[src/rtl/cfr_pkg.sv]
package cfr_pkg;

  localparam int BYTE_W     = 8;
  localparam int CRC_W      = 16;
  localparam int BODY_BYTES = 5;
  localparam int IDX_W      = $clog2(BODY_BYTES + 1);
  localparam int RATE_OUT_W = 20;
  localparam logic [CRC_W-1:0] CRC_SEED = 16'hFFFF;
  localparam logic [CRC_W-1:0] CRC_POLY = 16'hA001;

  typedef enum logic [0:0] {
    ST_HUNT = 1'b0,
    ST_BODY = 1'b1
  } rx_state_e;

  // One byte through the reflected CRC16, LSB first.
  function automatic logic [CRC_W-1:0] crc_byte(
    input logic [CRC_W-1:0]  acc,
    input logic [BYTE_W-1:0] din
  );
    logic [CRC_W-1:0] c;
    c = acc ^ {{(CRC_W-BYTE_W){1'b0}}, din};
    for (int b = 0; b < BYTE_W; b++) begin
      c = c[0] ? ((c >> 1) ^ CRC_POLY) : (c >> 1);
    end
    return c;
  endfunction

endpackage

[src/rtl/cfr_gap_timer.sv]
module cfr_gap_timer #(
  parameter int LIMIT = 1500
) (
  input  logic clk,
  input  logic rst_n,
  input  logic clear,
  input  logic tick,
  output logic expired
);
  localparam int CNT_W = $clog2(LIMIT + 1) + 1;
  localparam logic [CNT_W-1:0] LIM_V = CNT_W'(LIMIT);

  logic [CNT_W-1:0] cnt_q, cnt_d;
  logic             cnt_en;

  always_comb begin
    expired = tick && !clear && (cnt_q == LIM_V);
    cnt_en  = clear || tick;
    if (clear || expired) cnt_d = '0;
    else                  cnt_d = cnt_q + 1'b1;
  end

  always_ff @(posedge clk or negedge rst_n) begin
    if (!rst_n)      cnt_q <= '0;
    else if (cnt_en) cnt_q <= cnt_d;
  end

  // the count never runs past the limit
  a_r6_gap_bound: assert property (@(posedge clk) disable iff (!rst_n)
    cnt_q <= LIM_V);

endmodule

[src/rtl/cfr_crc_acc.sv]
module cfr_crc_acc
  import cfr_pkg::*;
(
  input  logic              clk,
  input  logic              rst_n,
  input  logic              start,
  input  logic              adv,
  input  logic [BYTE_W-1:0] din,
  output logic [CRC_W-1:0]  crc_nxt
);
  logic [CRC_W-1:0] crc_q;
  logic [CRC_W-1:0] base;
  logic             crc_en;

  always_comb begin
    base    = start ? CRC_SEED : crc_q;
    crc_nxt = crc_byte(base, din);
    crc_en  = start || adv;
  end

  always_ff @(posedge clk or negedge rst_n) begin
    if (!rst_n)      crc_q <= CRC_SEED;
    else if (crc_en) crc_q <= crc_nxt;
  end

  // seeding and advancing never coincide
  a_r3_seed_excl: assert property (@(posedge clk) disable iff (!rst_n)
    !(start && adv));

endmodule

[src/rtl/cfr_rate_scale.sv]
module cfr_rate_scale
  import cfr_pkg::*;
(
  input  logic [BYTE_W-1:0]     rate,
  input  logic [1:0]            code,
  output logic [RATE_OUT_W-1:0] hz
);
  logic [RATE_OUT_W-1:0] wide;
  logic [RATE_OUT_W-1:0] mult;

  always_comb begin
    wide = {{(RATE_OUT_W-BYTE_W){1'b0}}, rate};
    unique case (code)
      2'b00:   mult = RATE_OUT_W'(1);
      2'b01:   mult = RATE_OUT_W'(10);
      2'b10:   mult = RATE_OUT_W'(100);
      default: mult = RATE_OUT_W'(1000);
    endcase
    hz = wide * mult;
  end

endmodule

[src/rtl/cmd_frame_rx.sv]
module cmd_frame_rx
  import cfr_pkg::*;
#(
  parameter logic [7:0] SOF_VAL   = 8'h01,
  parameter int         GAP_LIMIT = 1500
) (
  input  logic        clk,
  input  logic        rst_n,
  input  logic        us_tick,
  input  logic        rx_valid,
  input  logic [7:0]  rx_byte,
  output logic [7:0]  setup_a,
  output logic [7:0]  setup_b,
  output logic [7:0]  rate_val,
  output logic [19:0] rate_hz,
  output logic        frame_ok,
  output logic        frame_bad
);
  localparam logic [IDX_W-1:0] LAST_IDX = IDX_W'(BODY_BYTES - 1);

  // reset: asynchronous assert, synchronous release
  logic [1:0] rs_q;
  logic       rst_i_n;
  always_ff @(posedge clk or negedge rst_n) begin
    if (!rst_n) rs_q <= 2'b00;
    else        rs_q <= {rs_q[0], 1'b1};
  end
  assign rst_i_n = rs_q[1];

  rx_state_e        state_q, state_d;
  logic [IDX_W-1:0] idx_q, idx_d;
  logic [7:0]       cap_a_q, cap_b_q, cap_r_q;
  logic             cap_a_en, cap_b_en, cap_r_en;
  logic [7:0]       set_a_q, set_b_q, rate_q;
  logic             ok_q, bad_q;
  logic             commit, reject;
  logic             crc_start, crc_adv;
  logic [CRC_W-1:0] crc_nxt;
  logic             tmr_clr, tmr_exp;

  cfr_crc_acc u_crc (
    .clk     (clk),
    .rst_n   (rst_i_n),
    .start   (crc_start),
    .adv     (crc_adv),
    .din     (rx_byte),
    .crc_nxt (crc_nxt)
  );

  cfr_gap_timer #(.LIMIT(GAP_LIMIT)) u_gap (
    .clk     (clk),
    .rst_n   (rst_i_n),
    .clear   (tmr_clr),
    .tick    (us_tick),
    .expired (tmr_exp)
  );

  cfr_rate_scale u_scale (
    .rate (rate_q),
    .code (set_a_q[1:0]),
    .hz   (rate_hz)
  );

  // next-state logic
  always_comb begin
    state_d   = state_q;
    idx_d     = idx_q;
    commit    = 1'b0;
    reject    = 1'b0;
    crc_start = 1'b0;
    crc_adv   = 1'b0;
    tmr_clr   = 1'b1;
    cap_a_en  = 1'b0;
    cap_b_en  = 1'b0;
    cap_r_en  = 1'b0;
    unique case (state_q)
      ST_HUNT: begin
        if (rx_valid && (rx_byte == SOF_VAL)) begin
          state_d   = ST_BODY;
          idx_d     = '0;
          crc_start = 1'b1;
        end
      end
      default: begin
        tmr_clr = rx_valid;
        if (rx_valid) begin
          crc_adv  = 1'b1;
          idx_d    = idx_q + 1'b1;
          cap_a_en = (idx_q == IDX_W'(0));
          cap_b_en = (idx_q == IDX_W'(1));
          cap_r_en = (idx_q == IDX_W'(2));
          if (idx_q == LAST_IDX) begin
            state_d = ST_HUNT;
            if (crc_nxt == '0) commit = 1'b1;
            else               reject = 1'b1;
          end
        end else if (tmr_exp) begin
          state_d = ST_HUNT;
          reject  = 1'b1;
        end
      end
    endcase
  end

  // state registers
  always_ff @(posedge clk or negedge rst_i_n) begin
    if (!rst_i_n) begin
      state_q <= ST_HUNT;
      idx_q   <= '0;
      ok_q    <= 1'b0;
      bad_q   <= 1'b0;
    end else begin
      state_q <= state_d;
      idx_q   <= idx_d;
      ok_q    <= commit;
      bad_q   <= reject;
    end
  end

  // capture registers for body fields
  always_ff @(posedge clk or negedge rst_i_n) begin
    if (!rst_i_n) begin
      cap_a_q <= '0;
      cap_b_q <= '0;
      cap_r_q <= '0;
    end else begin
      if (cap_a_en) cap_a_q <= rx_byte;
      if (cap_b_en) cap_b_q <= rx_byte;
      if (cap_r_en) cap_r_q <= rx_byte;
    end
  end

  // architectural registers, loaded together on commit
  always_ff @(posedge clk or negedge rst_i_n) begin
    if (!rst_i_n) begin
      set_a_q <= '0;
      set_b_q <= '0;
      rate_q  <= '0;
    end else if (commit) begin
      set_a_q <= cap_a_q;
      set_b_q <= {1'b0, cap_b_q[6:0]};
      rate_q  <= cap_r_q;
    end
  end

  assign setup_a   = set_a_q;
  assign setup_b   = set_b_q;
  assign rate_val  = rate_q;
  assign frame_ok  = ok_q;
  assign frame_bad = bad_q;

  a_r9_pulse_excl: assert property (@(posedge clk) disable iff (!rst_i_n)
    !(ok_q && bad_q));

  a_r8_rsvd_zero: assert property (@(posedge clk) disable iff (!rst_i_n)
    !set_b_q[7]);

  a_r5_hold_on_reject: assert property (@(posedge clk) disable iff (!rst_i_n)
    bad_q |-> ($stable(set_a_q) && $stable(set_b_q) && $stable(rate_q)));

  a_r4_ok_after_byte: assert property (@(posedge clk) disable iff (!rst_i_n)
    ok_q |-> $past(rx_valid));

  a_r2_hunt_ignore: assert property (@(posedge clk) disable iff (!rst_i_n)
    (state_q == ST_HUNT && rx_valid && rx_byte != SOF_VAL) |=> (state_q == ST_HUNT));

endmodule

[config.mk]
export PLATFORM = sky130hd
export DESIGN_NAME = cmd_frame_rx
export DESIGN_NICKNAME = d
export VERILOG_FILES = /design/src/rtl/cfr_pkg.sv /design/src/rtl/cfr_gap_timer.sv /design/src/rtl/cfr_crc_acc.sv /design/src/rtl/cfr_rate_scale.sv /design/src/rtl/cmd_frame_rx.sv
export SDC_FILE = /design/constraint.sdc
export NUM_CORES = 1
export LEC_CHECK = 0
export CORE_UTILIZATION = 50
export CTS_BUF_LIST = sky130_fd_sc_hd__clkbuf_4 sky130_fd_sc_hd__clkbuf_8
export CTS_CLUSTER_SIZE = 40
export DETAILED_ROUTE_END_ITERATION = 8
export PLACE_DENSITY = 0.81
export SLEW_MARGIN = 20
export SYNTH_ARGS = -nofsm -noshare
export SYNTH_HDL_FRONTEND = slang
export SYNTH_HIERARCHICAL = 1
export SYNTH_SLANG_ARGS = --single-unit
[constraint.sdc]
create_clock -name clk -period 7.9 [get_ports clk]
set_input_delay 2.37 -clock clk [delete_from_list [all_inputs] [get_ports clk]]
set_output_delay 2.37 -clock clk [all_outputs]
set_load 0.1 [all_outputs]
Word-level counts from Yosys, hierarchy flattened
Cells that the tools add are included.
Widths: inputs -> output; s select.
{"block": "op_classes", "n_addsub": 2, "mul": 1, "div_mod_pow": 0, "n_lt_le_gt_ge": 0, "n_eq_ne": 8, "shift": 0, "n_mux": 38, "bitwise": 9, "n_reduce_logical": 12}
{"operator": "$mux 16", "count": 9}
{"operator": "$pmux 10 s3", "count": 1}
{"operator": "$mux 1", "count": 24}
{"operator": "$not 2->3", "count": 8}
{"operator": "$mul 8x10->18", "count": 1}
{"operator": "$logic_not 16->1", "count": 1}
{"operator": "$xor 16x8->16", "count": 1}
{"operator": "$add 12x1->12 const B", "count": 1}
{"operator": "$eq 12x11->1 const B", "count": 1}
{"operator": "$mux 12", "count": 1}
{"operator": "$mux 3", "count": 3}
{"operator": "$eq 8x1->1 const B", "count": 1}
{"operator": "$add 3x1->3 const B", "count": 1}
{"operator": "$eq 3x1->1 const B", "count": 1}
{"operator": "$eq 3x2->1 const B", "count": 1}
{"operator": "$eq 3x3->1 const B", "count": 1}
{"operator": "$logic_and 1x1->1", "count": 3}
{"operator": "$logic_not 3->1", "count": 1}
{"operator": "$logic_or 1x1->1", "count": 3}
{"operator": "$eq 2x1->1 const B", "count": 1}
{"operator": "$eq 2x2->1 const B", "count": 1}
{"operator": "$logic_not 2->1", "count": 1}
{"operator": "$ne 2x2->1 const B", "count": 1}
{"operator": "$reduce_and 2->1", "count": 1}
{"operator": "2 further kinds", "count": 2}
{"block": "totals", "reg_bits": 82, "latchBits": 0, "mem_bits_rw": 0, "romBits": 0, "output_inout_bits": 46, "word_cells": 83, "memories": 0}

Logic depth before layout (Yosys ltp)
{"block": "depth", "word_depth": 27, "mapped_depth": 19, "depth_no_buf": 17}

By module
Netlist, hierarchy kept.
{"module": "cfr_rate_scale", "instances": 1, "cells_each": 309, "area_per_inst_um2": 2592.5}
{"module": "cmd_frame_rx", "instances": 1, "cells_each": 142, "area_per_inst_um2": 2145.8}
{"module": "cfr_crc_acc", "instances": 1, "cells_each": 103, "area_per_inst_um2": 1059.8}
{"module": "cfr_gap_timer", "instances": 1, "cells_each": 68, "area_per_inst_um2": 695.7}

Worst setup path after synthesis
Ideal clock, no wire load.
{"block": "synth_timing", "path_kind": "reg-to-output", "start": "register set_a_q[1] (netlist: setup_a[1])", "end": "output port rate_hz[19] (netlist name)", "arrival_time_ns": 7.002, "path_slack_ns": -1.472, "stages_incl_launch_ff": 19, "cell_sequence": "dfrtp_1 > clkbuf_1 > nor2_1 > nand2_1 > fa_1 > fa_1 > inv_1 > fa_1 > inv_1 > fa_1 > inv_1 > ha_1 > clkbuf_1 > nand3_1 > a21boi_0 > nor3_1 > o21ai_1 > o31ai_1 > o21ai_0"}
{"element": "start, declared", "line_no": "cmd_frame_rx.sv:34", "text": "logic [7:0] set_a_q, set_b_q, rate_q;"}
{"element": "start signal, assigned", "line_no": "cmd_frame_rx.sv:140", "text": "set_a_q <= cap_a_q;"}

Worst setup path after layout
{"block": "layout_timing", "start": "register set_a_q[0] (netlist: setup_a[0])", "end": "output port rate_hz[15]"}
{"block": "layout_between", "elab_chain_cells": 3, "word_cells_on_any_way": 5, "cone_classes": "mul (1); eq/ne (2); mux (1); reduce/logical (1)"}
{"element": "$eq 2x2->1, or another cell as far along", "line_no": "cfr_rate_scale.sv:13", "text": "unique case (code)"}
{"element": "$pmux 10 s3 (*)", "line_no": "cfr_rate_scale.sv:13"}
{"element": "$mul 8x10->18 (*)", "line_no": "cfr_rate_scale.sv:19", "text": "hz = wide * mult;"}
{"element": "end, declared", "line_no": "cmd_frame_rx.sv:15", "text": "output logic [19:0] rate_hz,"}
Every way passes the cells marked *; elsewhere a longest branch is shown, timed or not.

==> summary.md <==
| Metric | Value |
|---|---|
| Die footprint | 13450 µm² |
| Synthesized-area fraction occupied by and/or/nand/nor cells | 14.41% |
| Routed WL | 13230 µm |
| First-pass iteration count of the detailed router | 4 |
| Root Buffer | clkbuf_8 |
| Post-Route Skew | 0.009524 ns |
| PortBufs | 56 |
| Seq cells post-synth | 82 |
| Final hold slack | 0.3039 ns |
| Leak | 3.898 nW |
| Place WS | between 0.15 and 0.2 ns |
| Clk sinks | 82 |
| Cell Pwr Density | 185.4 nW/µm² |
| Post-layout min period | 7.726 ns |
| Async set-reset flop share out of synthesis | 100.0% |
| Post-synth EDFFs | 0 |
| Status | finished, final reports clean |
| Worst path cell trace | and2_1, nor2b_1, fa_1, fa_1, fa_1, inv_1, fa_1, inv_1, ha_1, a21oi_2, a21boi_0, nor3_2, o21ai_2, o31ai_4, xnor2_4, buf_12 |
| Number of global-route vias before repair | just under 5000 |
| CP Data Required Time | 5.53 ns |
| Max IR drop VDD | approximately 0.00016 V |
| Nets@finish | 789 |
| Final Hold Viols | 0 |
| Slew @ Worst Pin | 1.056 ns |
| Crit path arrival time | 5.36 ns |
| Adder-cell share of the synthesized area | approximately 23% |
| # rows | 41 |
| Bufs and invs on worst path | 3 |
| Core Area | 12620 µm² |
| Worst Hold Class | flop to asynchronous set/reset pin |
| Largest net degree at the start of global routing | between 80 and 90 |
| Hold buffer count at CTS | 0 |
| Reg2reg setup slack | approximately 3.5 ns |
| Final worst-path cycle share | 97.80% |
| Syn nets | 730 |
| Global-route wire length before repair | ~22000 µm |
| Synthesized area | 6494 µm² |
| Clock Path Buffers | 2 |
| Setup crit start kind | flop |
| DRC violations left | 0 |
| Count of pins over their slew limit | 0 |
| Initial drt markers | about 280 |
| Via count | 4570 |
| CTS H-tree depth | 3 |
| Critical path's most frequent cell | fa_1 |
| Clock power share | 23.5% |
| Compound-cell area share of the yosys netlist | 6.956% |
| Sw power | between 0.4 and 0.5 mW |
| Element type at the critical path end | output pin |
| Netlist cell types | 62 |
| Initial Utilization | 51.46% |
| Kind of critical path | flop to output pin |
| Mux cell area share after synthesis | under 10% |
| Die width | 116.0 µm |
| Flop pwr share | 42.9% |
| Net Sw Frac | 31.87% |
| Maxcap violations | 0 |
| Ports | a little under 60 |
| Ys flop type | dfrtp_1 |
| Crit-path max FO | 13 |
| Int Pwr | 0.9716 mW |
| Clock buffer count from CTS | 9 |
| Die Span Y | 116.0 µm |
| Area Overhead vs Synth | 18.48% |
| RSZ-0062 raised after global routing | no |
| Sequential area share after synthesis | 31.91% |
| Initial antenna violation count | 0 |
| Synth Area in XOR/XNOR | 7.592% |
| Number of vias per cell | around 5.3 |
| Final WS setup | 0.1738 ns |
| Dpl hpwl | 10280 µm |
| Share of cells above drive strength 1 | 21.57% |
| Share of total power in combinational logic | 33.6% |
| Largest family of logic cells by synthesized area | adder cells |
| Worst path slowest cell | dfrtp_4 |
| Fmax | roughly 130 MHz |
| Synth Area per Inst | 10.44 µm² |
| Clk_lat worst skew | 0.36 ns |
| Routability cong. | ~0.86 |
| Clock Pin Slew Worst Setup and Hold Paths | 0.08 ns |
| Antenna diodes | 0 |
| Slew Limit Headroom | 29.37% |
| Delay-heaviest family, CP | adder cells |
| Synth Instances | 622 |
| Antenna viol nets, final | 0 |
| Yosys warning total | 6 |
| WL/cell | 15.42 µm |
| GRT Overall Usage | 21.40% |
| CP peak stage delay | 0.55 ns |
| TritonCTS clock tree | yes |
| Congestion Overflow GR | 0 |
| Final setup viols | 0 |
[worst reg2reg max path, delay by kind of cell (launching register included)]
family	cells	cell delay (ns)
muxes	1	0.39
DFF	1	0.44
and+or+nand+nor	6	1.33
xor gates and xnor gates	4	1.05
buffers and inverters	3	1.11
[kinds of logic (layout without fill, tap and decap cells)]
| logic type | count (synthesis) | count (layout) |
|---|---|---|
| AND/OR/NAND/NOR | 168 | 168 |
| XOR/XNOR | 52 | 52 |
| flip-flops | 82 | 82 |
| buffers and inverters | 108 | 172 |
| AO/OA/AOI/OAI | 61 | 61 |
| other | 2 | 2 |
| adder cells (fa/ha/maj) | 96 | 96 |
| multiplexers | 53 | 53 |
[stage by stage]
stage / cells / cell area [µm²] / power, mW / util (%) / setup TNS (ns)
after floorplan: 622 / 6590 / 0.9918 / - / -0.2028
final: 858 / 7694 / 1.426 / 60.97 / 0
after detailed placement: 839 / 7400 / 1.094 / 58.64 / 0
after global placement: 839 / 7400 / 1.068 / 58.64 / 0
after CTS: 855 / 7636 / 1.434 / 60.51 / 0
after global routing: 858 / 7694 / 1.513 / 60.97 / 0
[layer usage]
layer  part of all wire [%]  global-route usage [%]  vias up
li1                       -                       -     2154
met1                     42                   24.61     2272
met2                     52                   39.56      117
met3                    3.3                   2.720       27
met4                    2.5                   9.744        0
met5                      0                       0        -
[flip-flops by register name (all words and copies together), names as in the netlist]
register     cells
frame_bad        1
rate_val         8
cap_b_q          7
u_gap/cnt_q     12
u_crc/crc_q     16
setup_a          8
cap_a_q          8
cap_r_q          8
setup_b          7
state_q          1
rs_q             2
idx_q            3
frame_ok         1
[path summary, 6_finish.rpt]
kind / start / to / cells past startpoint
worst max-delay path: setup_a[0] / rate_hz[15] / 16
worst min-delay path: rs_q[1] / setup_a[2] / 0
worst max register to register: state_q / setup_b[4] / 14
worst min register to register: rs_q[1] / setup_a[2] / 0
max in group asynchronous: rst_n / rs_q[1] / 1
min in group clk: rs_q[0] / rs_q[1] / 0
[layout by cell type (no fill, tap or decap), types with 12 or more instances in the layout]
master           Yosys  layout
inv_1               94      94
dfrtp_1             66      63
ha_1                56      55
mux2_2              50      50
clkdlybuf4s50_1      0      41
fa_1                40      40
nand2_1             33      33
nor2_1              30      30
xnor2_1             36      28
and2_1              25      25
dfstp_2             16      16
o21ai_0             13      12
a21oi_1             13      12
[power groups by stage]
stage / Combinational, mW / Sequential, mW / Clock, mW
floorplan: 0.395 / 0.596 / 0
global placement: 0.452 / 0.616 / 0
detailed placement: 0.470 / 0.624 / 0
CTS: 0.474 / 0.616 / 0.344
global route: 0.529 / 0.625 / 0.359
finish: 0.479 / 0.612 / 0.335
[layout make-up]
type,instances,area (µm²)
Clock buffer,10,131.4
Clock inverter,6,91.34
Fill cell,1042,4926
Inverter,94,352.8
Multi-Input combinational cell,432,4114
Sequential cell,82,2083
Tap cell,172,215.2
Timing Repair Buffer,62,705.7
[repair_timing]
action / CTS / global route
pin swaps: 0 / 3
resized for setup: 2 / 7
hold endpoints to repair: 0 / 0
setup buffers: 0 / 2
setup endpoints to repair: 2 / 4
[synth_stat cells, drive strengths merged (3+ instances only)]
| master | number | area [µm²] |
|---|---|---|
| inv | 94 | 352.8 |
| dfrtp | 66 | 1652 |
| ha | 56 | 700.7 |
| mux2 | 52 | 589.3 |
| fa | 40 | 800.8 |
| xnor2 | 38 | 347.8 |
| nand2 | 34 | 130.1 |
| nor2 | 32 | 125.1 |
| and2 | 25 | 156.4 |
| dfstp | 16 | 420.4 |
| o21ai | 16 | 80.07 |
| a21oi | 13 | 65.06 |
| xor2 | 13 | 121.4 |
| nand3 | 12 | 60.06 |
| nor2b | 12 | 75.07 |
| nand2b | 11 | 68.82 |
| and3 | 10 | 62.56 |
| clkbuf | 9 | 33.78 |
| nor4 | 8 | 86.33 |
| or2 | 7 | 43.79 |
| a211o | 6 | 52.55 |
| buf | 5 | 46.29 |
| nand4 | 5 | 31.28 |
| nor3 | 5 | 36.29 |
| a21o | 4 | 30.03 |
| a211oi | 3 | 27.52 |
| a21boi | 3 | 22.52 |
Note: power is estimated with default switching activity, not from simulation.
